$ cat src/rtl/irq_agg_pkg.sv
package irq_agg_pkg;
  typedef enum logic [1:0] {
    ADDR_MASK_PRI = 2'd0,
    ADDR_MASK_SEC = 2'd1,
    ADDR_ACK      = 2'd2,
    ADDR_PEND     = 2'd3
  } reg_addr_e;
endpackage

$ cat src/rtl/irq_agg_mask.sv
module irq_agg_mask #(
  parameter int unsigned NUM_SRC = 8
) (
  input  logic               clk_i,
  input  logic               rst_ni,
  input  logic               wr_en_i,
  input  logic [NUM_SRC-1:0] wdata_i,
  output logic [NUM_SRC-1:0] en_d_o,
  output logic [NUM_SRC-1:0] en_q_o
);
  logic [NUM_SRC-1:0] en_q;

  // stored inverted: a written 0 enables the source
  assign en_d_o = wr_en_i ? ~wdata_i : en_q;

  always_ff @(posedge clk_i or negedge rst_ni) begin
    if (!rst_ni) en_q <= '0;
    else         en_q <= en_d_o;
  end

  assign en_q_o = en_q;
endmodule

$ cat src/rtl/irq_agg_pend.sv
module irq_agg_pend #(
  parameter int unsigned NUM_SRC = 8,
  parameter int unsigned ACK_W   = 4
) (
  input  logic               clk_i,
  input  logic               rst_ni,
  input  logic [NUM_SRC-1:0] post_i,
  input  logic [NUM_SRC-1:0] clr_i,
  input  logic               ack_wr_i,
  input  logic [ACK_W-1:0]   ack_idx_i,
  output logic [NUM_SRC-1:0] pend_d_o,
  output logic [NUM_SRC-1:0] pend_q_o
);
  logic [NUM_SRC-1:0] pend_q;
  logic [NUM_SRC-1:0] ack_hit;

  for (genvar k = 0; k < NUM_SRC; k++) begin : g_bit
    assign ack_hit[k]  = ack_wr_i && (ack_idx_i == ACK_W'(k));
    // clear and acknowledge take precedence over a same-cycle post
    assign pend_d_o[k] = (pend_q[k] | post_i[k]) & ~clr_i[k] & ~ack_hit[k];
  end

  always_ff @(posedge clk_i or negedge rst_ni) begin
    if (!rst_ni) pend_q <= '0;
    else         pend_q <= pend_d_o;
  end

  assign pend_q_o = pend_q;
endmodule

$ cat src/rtl/irq_agg_out.sv
module irq_agg_out #(
  parameter int unsigned NUM_SRC = 8
) (
  input  logic               clk_i,
  input  logic               rst_ni,
  input  logic [NUM_SRC-1:0] pend_d_i,
  input  logic [NUM_SRC-1:0] en_d_i,
  output logic               irq_o
);
  logic active_q;
  logic any_d;

  assign any_d = |(pend_d_i & en_d_i);

  // tracking flag: only toggles on a real change, one post/withdraw each
  always_ff @(posedge clk_i or negedge rst_ni) begin
    if (!rst_ni)                 active_q <= 1'b0;
    else if (any_d && !active_q) active_q <= 1'b1;
    else if (!any_d && active_q) active_q <= 1'b0;
  end

  assign irq_o = active_q;
endmodule

$ cat src/rtl/irq_agg_rdmux.sv
module irq_agg_rdmux
  import irq_agg_pkg::*;
#(
  parameter int unsigned NUM_SRC = 8,
  parameter int unsigned RD_W    = 64
) (
  input  logic [1:0]         rd_addr_i,
  input  logic [NUM_SRC-1:0] en_i,
  input  logic [NUM_SRC-1:0] pend_i,
  output logic [RD_W-1:0]    rd_data_o
);
  always_comb begin
    unique case (reg_addr_e'(rd_addr_i))
      ADDR_MASK_PRI: rd_data_o = RD_W'(en_i);
      ADDR_PEND:     rd_data_o = RD_W'(pend_i);
      default:       rd_data_o = '0;
    endcase
  end
endmodule

$ cat src/rtl/irq_agg.sv
module irq_agg
  import irq_agg_pkg::*;
#(
  parameter int unsigned NUM_SRC = 8,
  parameter int unsigned DATA_W  = 8,
  parameter int unsigned RD_W    = 64,
  parameter int unsigned ACK_W   = 4
) (
  input  logic               clk_i,
  input  logic               rst_ni,
  input  logic               reg_wr_i,
  input  logic [1:0]         reg_addr_i,
  input  logic [DATA_W-1:0]  reg_wdata_i,
  input  logic [1:0]         rd_addr_i,
  output logic [RD_W-1:0]    rd_data_o,
  input  logic [NUM_SRC-1:0] src_post_i,
  input  logic [NUM_SRC-1:0] src_clr_i,
  output logic               irq_o
);
  logic               mask_wr;
  logic               ack_wr;
  logic [NUM_SRC-1:0] en_d, en_q;
  logic [NUM_SRC-1:0] pend_d, pend_q;

  // secondary mask and address 3 are decoded to nothing
  assign mask_wr = reg_wr_i && (reg_addr_e'(reg_addr_i) == ADDR_MASK_PRI);
  assign ack_wr  = reg_wr_i && (reg_addr_e'(reg_addr_i) == ADDR_ACK);

  irq_agg_mask #(.NUM_SRC(NUM_SRC)) u_mask (
    .clk_i   (clk_i),
    .rst_ni  (rst_ni),
    .wr_en_i (mask_wr),
    .wdata_i (reg_wdata_i[NUM_SRC-1:0]),
    .en_d_o  (en_d),
    .en_q_o  (en_q)
  );

  irq_agg_pend #(.NUM_SRC(NUM_SRC), .ACK_W(ACK_W)) u_pend (
    .clk_i     (clk_i),
    .rst_ni    (rst_ni),
    .post_i    (src_post_i),
    .clr_i     (src_clr_i),
    .ack_wr_i  (ack_wr),
    .ack_idx_i (reg_wdata_i[ACK_W-1:0]),
    .pend_d_o  (pend_d),
    .pend_q_o  (pend_q)
  );

  irq_agg_out #(.NUM_SRC(NUM_SRC)) u_out (
    .clk_i    (clk_i),
    .rst_ni   (rst_ni),
    .pend_d_i (pend_d),
    .en_d_i   (en_d),
    .irq_o    (irq_o)
  );

  irq_agg_rdmux #(.NUM_SRC(NUM_SRC), .RD_W(RD_W)) u_rd (
    .rd_addr_i (rd_addr_i),
    .en_i      (en_q),
    .pend_i    (pend_q),
    .rd_data_o (rd_data_o)
  );
endmodule

$ cat config.mk
export PLATFORM = sky130hd
export DESIGN_NAME = irq_agg
export DESIGN_NICKNAME = d
export VERILOG_FILES = /design/src/rtl/irq_agg_pkg.sv /design/src/rtl/irq_agg_mask.sv /design/src/rtl/irq_agg_pend.sv /design/src/rtl/irq_agg_out.sv /design/src/rtl/irq_agg_rdmux.sv /design/src/rtl/irq_agg.sv
export SDC_FILE = /design/constraint.sdc
export NUM_CORES = 1
export LEC_CHECK = 0
export BUFFER_PORTS_ARGS = -buffer_cell sky130_fd_sc_hd__buf_4
export CAP_MARGIN = 0
export CORE_MARGIN = 2
export CORE_UTILIZATION = 35
export DETAILED_ROUTE_END_ITERATION = 12
export GPL_TIMING_DRIVEN = 0
export PLACE_DENSITY_LB_ADDON = 0.08
export SYNTH_ARGS = -nofsm -noshare
export SYNTH_HDL_FRONTEND = slang
export SYNTH_HIERARCHICAL = 1
export SYNTH_SLANG_ARGS = --single-unit
$ cat constraint.sdc
create_clock -name clk_i -period 4.22 [get_ports clk_i]
set_input_delay 1.055 -clock clk_i [delete_from_list [all_inputs] [get_ports clk_i]]
set_output_delay 1.055 -clock clk_i [all_outputs]
set_load 0.01 [all_outputs]
Word-level counts from Yosys, hierarchy flattened
Cells that the tools add are included.
Widths: inputs -> output; s select.
{ "word_totals": {"regBits": 17, "latch_bits": 0, "mem_bits_rw": 0, "mem_bits_ro": 0, "in_bits": 31, "out_inout_bits": 65, "n_memories": 0} }
{ "classes": {"n_addsub": 0, "mul": 0, "div_mod_pow": 0, "order_cmp": 0, "n_eq_ne": 9, "n_shift": 0, "muxes": 4, "n_bitwise": 42, "n_reduce_logical": 19} }
{ "op_table": {"columns": ["operator", "n"], "rows": [
  ["$and 1x1->1", 16],
  ["$eq 4x3->1 const B", 4],
  ["$not 1->1", 16],
  ["$pmux 8 s2", 1],
  ["$logic_and 1x1->1", 12],
  ["$and 8x8->8", 1],
  ["$eq 4x2->1 const B", 2],
  ["$mux 8", 1],
  ["$not 8->8", 1],
  ["$or 1x1->1", 8],
  ["$reduce_or 8->1", 1],
  ["$eq 2x2->1 const B", 2],
  ["$eq 4x1->1 const B", 1],
  ["$logic_not 2->1", 2],
  ["$logic_not 4->1", 1],
  ["$logic_not 1->1", 2],
  ["$mux 1", 2],
  ["$reduce_bool 2->1", 1]
]} }

Logic depth before layout (Yosys ltp)
{ "logic_depth": {"depth_word": 11, "mapped_depth": 7, "mapped_depth_nobuf": 7} }

Modules after synthesis
Netlist, hierarchy kept.
{ "modules_own_cells": {"columns": ["module", "n_inst", "cells_each", "area_each_um2"], "rows": [
  ["irq_agg_rdmux", 1, 80, 613.1],
  ["irq_agg_pend", 1, 29, 332.8],
  ["irq_agg_mask", 1, 25, 321.6],
  ["irq_agg_out", 1, 9, 92.6],
  ["irq_agg", 1, 2, 21.3]
]} }

Worst setup path after synthesis
Ideal clock, no wire load.
{ "synth_timing": {"path_type": "input-to-output", "startpoint": "input rd_addr_i[0]", "endpoint": "output rd_data_o[0]", "t_arrival_ns": 1.706, "required_ns": 3.165, "setup_slack_ns": 1.459, "cell_stages": 4, "path_buffers": 1, "cell_sequence": "inv_1 -> ha_1 -> buf_1 -> nor2_1"} }
{ "synth_between": {"elab_chain_len": 2, "word_cells_on_any_way": 3} }
{ "synth_lines": {"columns": ["item", "line", "source"], "rows": [
  ["start: declaration", "irq_agg.sv:14", "input logic [1:0] rd_addr_i,"],
  ["$eq 2x2->1 or $logic_not 2->1 (tied branches)", "irq_agg_rdmux.sv:13", "unique case (reg_addr_e'(rd_addr_i))"],
  ["$pmux 8 s2 *", "irq_agg_rdmux.sv:13", null],
  ["end: declaration", "irq_agg.sv:15", "output logic [RD_W-1:0] rd_data_o,"]
]} }
Mark *: on every way between the ends. The rest lies on a longest branch, timed or not.

Worst setup path after layout
{ "layout_timing": {"startpoint": "input rd_addr_i[0]", "endpoint": "output rd_data_o[3]"} }
Same word-level chain as after synthesis.

==> key figures <==
Synthesis
  – Area leader, netlist: dfrtp_1
  – Synth top area share: 0.308
  – Most frequent cells after synthesis: buf_4, dfrtp_1, nor2_1, inv_1
  – Asr flop ratio synth: 1.00
  – Yosys cell types: 21
  – Post-synth EDFFs: 0
  – Top-count cell post-synth: buf_4
  – Yosys warnings: 6
  – Syn avg cell area: 9.53 µm²
  – Post-synthesis cell count: 145
  – Top post-synthesis cells by area: dfrtp_1, buf_4, a22oi_2
  – Seq/Total Area, Yosys: 0.308
  – Yosys reg bits: 17
  – Synth Flop Type: dfrtp_1
  – Netlist Area Pre-Place: 1380 µm²

Cells and area
  – Antenna cells: 0
  – Synth-to-Final Area Change: 43.7%
  – Final nets: 278
  – Fillers: 386
  – Layout cell share with drive strength beyond 1: 0.465
  – Final Cell Area: 1990 µm²

Clock network
  – H-tree levels: 1
  – TritonCTS clock tree: done
  – Reg clk slew, reported paths: 0.07 ns
  – CTS Buf Count: 3
  – Num Clock Sinks: 17
  – Post-CTS Resized: 0
  – # hold bufs at CTS: 0
  – Root buffer cell: clkbuf_8
  – Clk buf depth: 2
  – Postcts setup bufs: 0
  – Clk_lat worst skew: 0.25 ns

GRT
  – Vias in the first global route: 996
  – Tot GR Track Use: 0.138
  – Global route overflow: 0
  – Initial antenna violation count: 0
  – First-pass GRT wire length: 4620 µm
  – Pin count of the biggest net entering global routing: 18

Placed design
  – Port bufs: 39
  – Setup WS pre-CTS: 0.977 ns
  – Placed instance area: 1940 µm²
  – Post-DP HPWL: 2440 µm
  – Final weighted congestion in routability-driven placement: 0.757

STA
  – Clock skew: 0.00261 ns
  – Final setup margin: 1.11 ns
  – RSZ-0062 raised after global routing: no
  – Least-Margin Pin Slew: 0.610 ns
  – Max-slew violation count: 0
  – Fin crit share: 0.737
  – Crit path time final: 3.11 ns
  – Setup-failing EPs final: 0
  – Fin. Hold Viols: 0
  – Post-Route Setup TNS: 0 ns
  – Slew HR: 0.593
  – Fmax: 322 MHz

Floorplanning
  – I/O pin count: 96
  – Die Y-Extent: 66.8 µm
  – Starting Density: 0.372
  – CORE AREA: 3720 µm²
  – Die Area: 4460 µm²
  – Horiz. Die Dim: 66.8 µm
  – Number of cell rows: 22

Outcome
  – Status: finished clean

Pwr
  – Pwr/cell area: 265 nW/µm²
  – Max IR drop VDD: 0.145 mV
  – Static leakage: 1.13 nW
  – Overall power: 0.527 mW

Routing
  – Initial DRC count: 15
  – WL final: 2930 µm
  – TritonRoute pass-1 iters: 4
  – Vias post-DR: 1062
  – Per-cell routed wire length: 10.1 µm
  – Drt drc: 0
  – Antenna viol nets, final: 0
  – Vias per std cell: 3.65

Critical path
  – CP max-delay cell: buf_1
  – Slowest stage delay, CP: 0.34 ns
  – Critical Path RT: 3.16 ns
  – Critical path endpoint category: output port
  – Most frequent CP cell: buf_4
  – Crit path cell chain: buf_4 > inv_1 > ha_1 > buf_1 > nor2_1 > buf_4
  – Critical path's top delay family: buffers and inverters
  – Crit path launch type: primary input
  – WP depth: 6
  – WS Path Type: primary input to output port
  – Worst reg-to-reg path cell count: 6
  – Critical path peak fanout: 8
  – Worst endpoint data arrival time: 2.05 ns
  – WP buf/inv: 4

Min path
  – HP Class: register to register
  – Worst hold stages: 1

Job
  – Max_cap viols: 0
## kinds of logic after synthesis
group	count (synthesis)	share of synthesized area
AO/OA/AOI/OAI	20	0.144
adder cells (fa/ha/maj)	3	0.0272
buffers and inverters	71	0.361
flip-flops	17	0.308
multiplexers	9	0.0688
other	1	0.00271
AND/OR/NAND/NOR	24	0.0879
## per-layer routing
| metal | track usage | part of all wire | wire [µm] | up-vias |
|---|---|---|---|---|
| met2 | 0.219 | 0.47 | 1370 | 50 |
| met4 | 0.0383 | 0.010 | 30 | 0 |
| met3 | 0.0304 | 0.10 | 297 | 3 |
| li1 | - | - | - | 567 |
| met5 | 0 | 0 | 0 | - |
| met1 | 0.190 | 0.42 | 1230 | 442 |
## worst paths after layout
check | startpoint | slack [ns] | to
worst max-delay path | rd_addr_i[0] | 1.11 | rd_data_o[3]
worst min-delay path | u_out/irq_o | 0.54 | u_out/irq_o
worst max register to register | u_pend/pend_q_o[7] | 2.48 | u_out/irq_o
worst min register to register | u_out/irq_o | 0.54 | u_out/irq_o
max in group asynchronous | rst_ni | 3.38 | u_pend/pend_q_o[7]
min in group asynchronous | rst_ni | 0.65 | u_pend/pend_q_o[3]
## cell type report
| cell class | instances | area [µm²] | area share |
|---|---|---|---|
| plain buffers | 60 | 458 | 0.231 |
| multi-input cells | 112 | 663 | 0.334 |
| inverters | 11 | 41.3 | 0.0208 |
| well taps | 48 | 60.1 | 0.0302 |
| flip-flops and latches | 17 | 425 | 0.214 |
| repair buffers | 39 | 293 | 0.147 |
| clock buffers | 4 | 45.0 | 0.0227 |
## per-stage QoR
step	hold slack [ns]	std cells	util
final	0.543	291	0.534
after global routing	0.572	291	0.534
after CTS	0.551	291	0.534
after detailed placement	0.523	287	0.522
after global placement	0.530	287	0.522
after floorplan	0.527	200	-
## where the power goes
| part | leakage (nW) | total [mW] | internal (mW) | switching [mW] |
|---|---|---|---|---|
| combinational | 0.903 | 0.198 | 0.108 | 0.0899 |
| clock | 0.0228 | 0.124 | 0.0671 | 0.0565 |
| sequential | 0.204 | 0.205 | 0.188 | 0.0167 |
## sequential cells by signal (all words and copies together), names as in the netlist
name             cells
u_out/irq_o          1
u_pend/pend_q_o      8
u_mask/en_q_o        8
## layout by cell type, fill, tap and decap left out
master	n
nor3b_1	1
a22oi_2	8
nor3b_2	1
a22oi_1	4
buf_4	95
mux2i_1	8
ha_1	3
and3b_1	1
a311oi_1	1
inv_1	11
buf_1	1
nand4_1	1
mux2_4	1
nor2b_1	2
buf_6	3
and3b_2	1
a211oi_1	6
clkbuf_1	1
dfrtp_1	17
a311oi_2	1
conb_1	56
nor2_1	17
clkbuf_8	3
(Power assumes the default switching activity.)
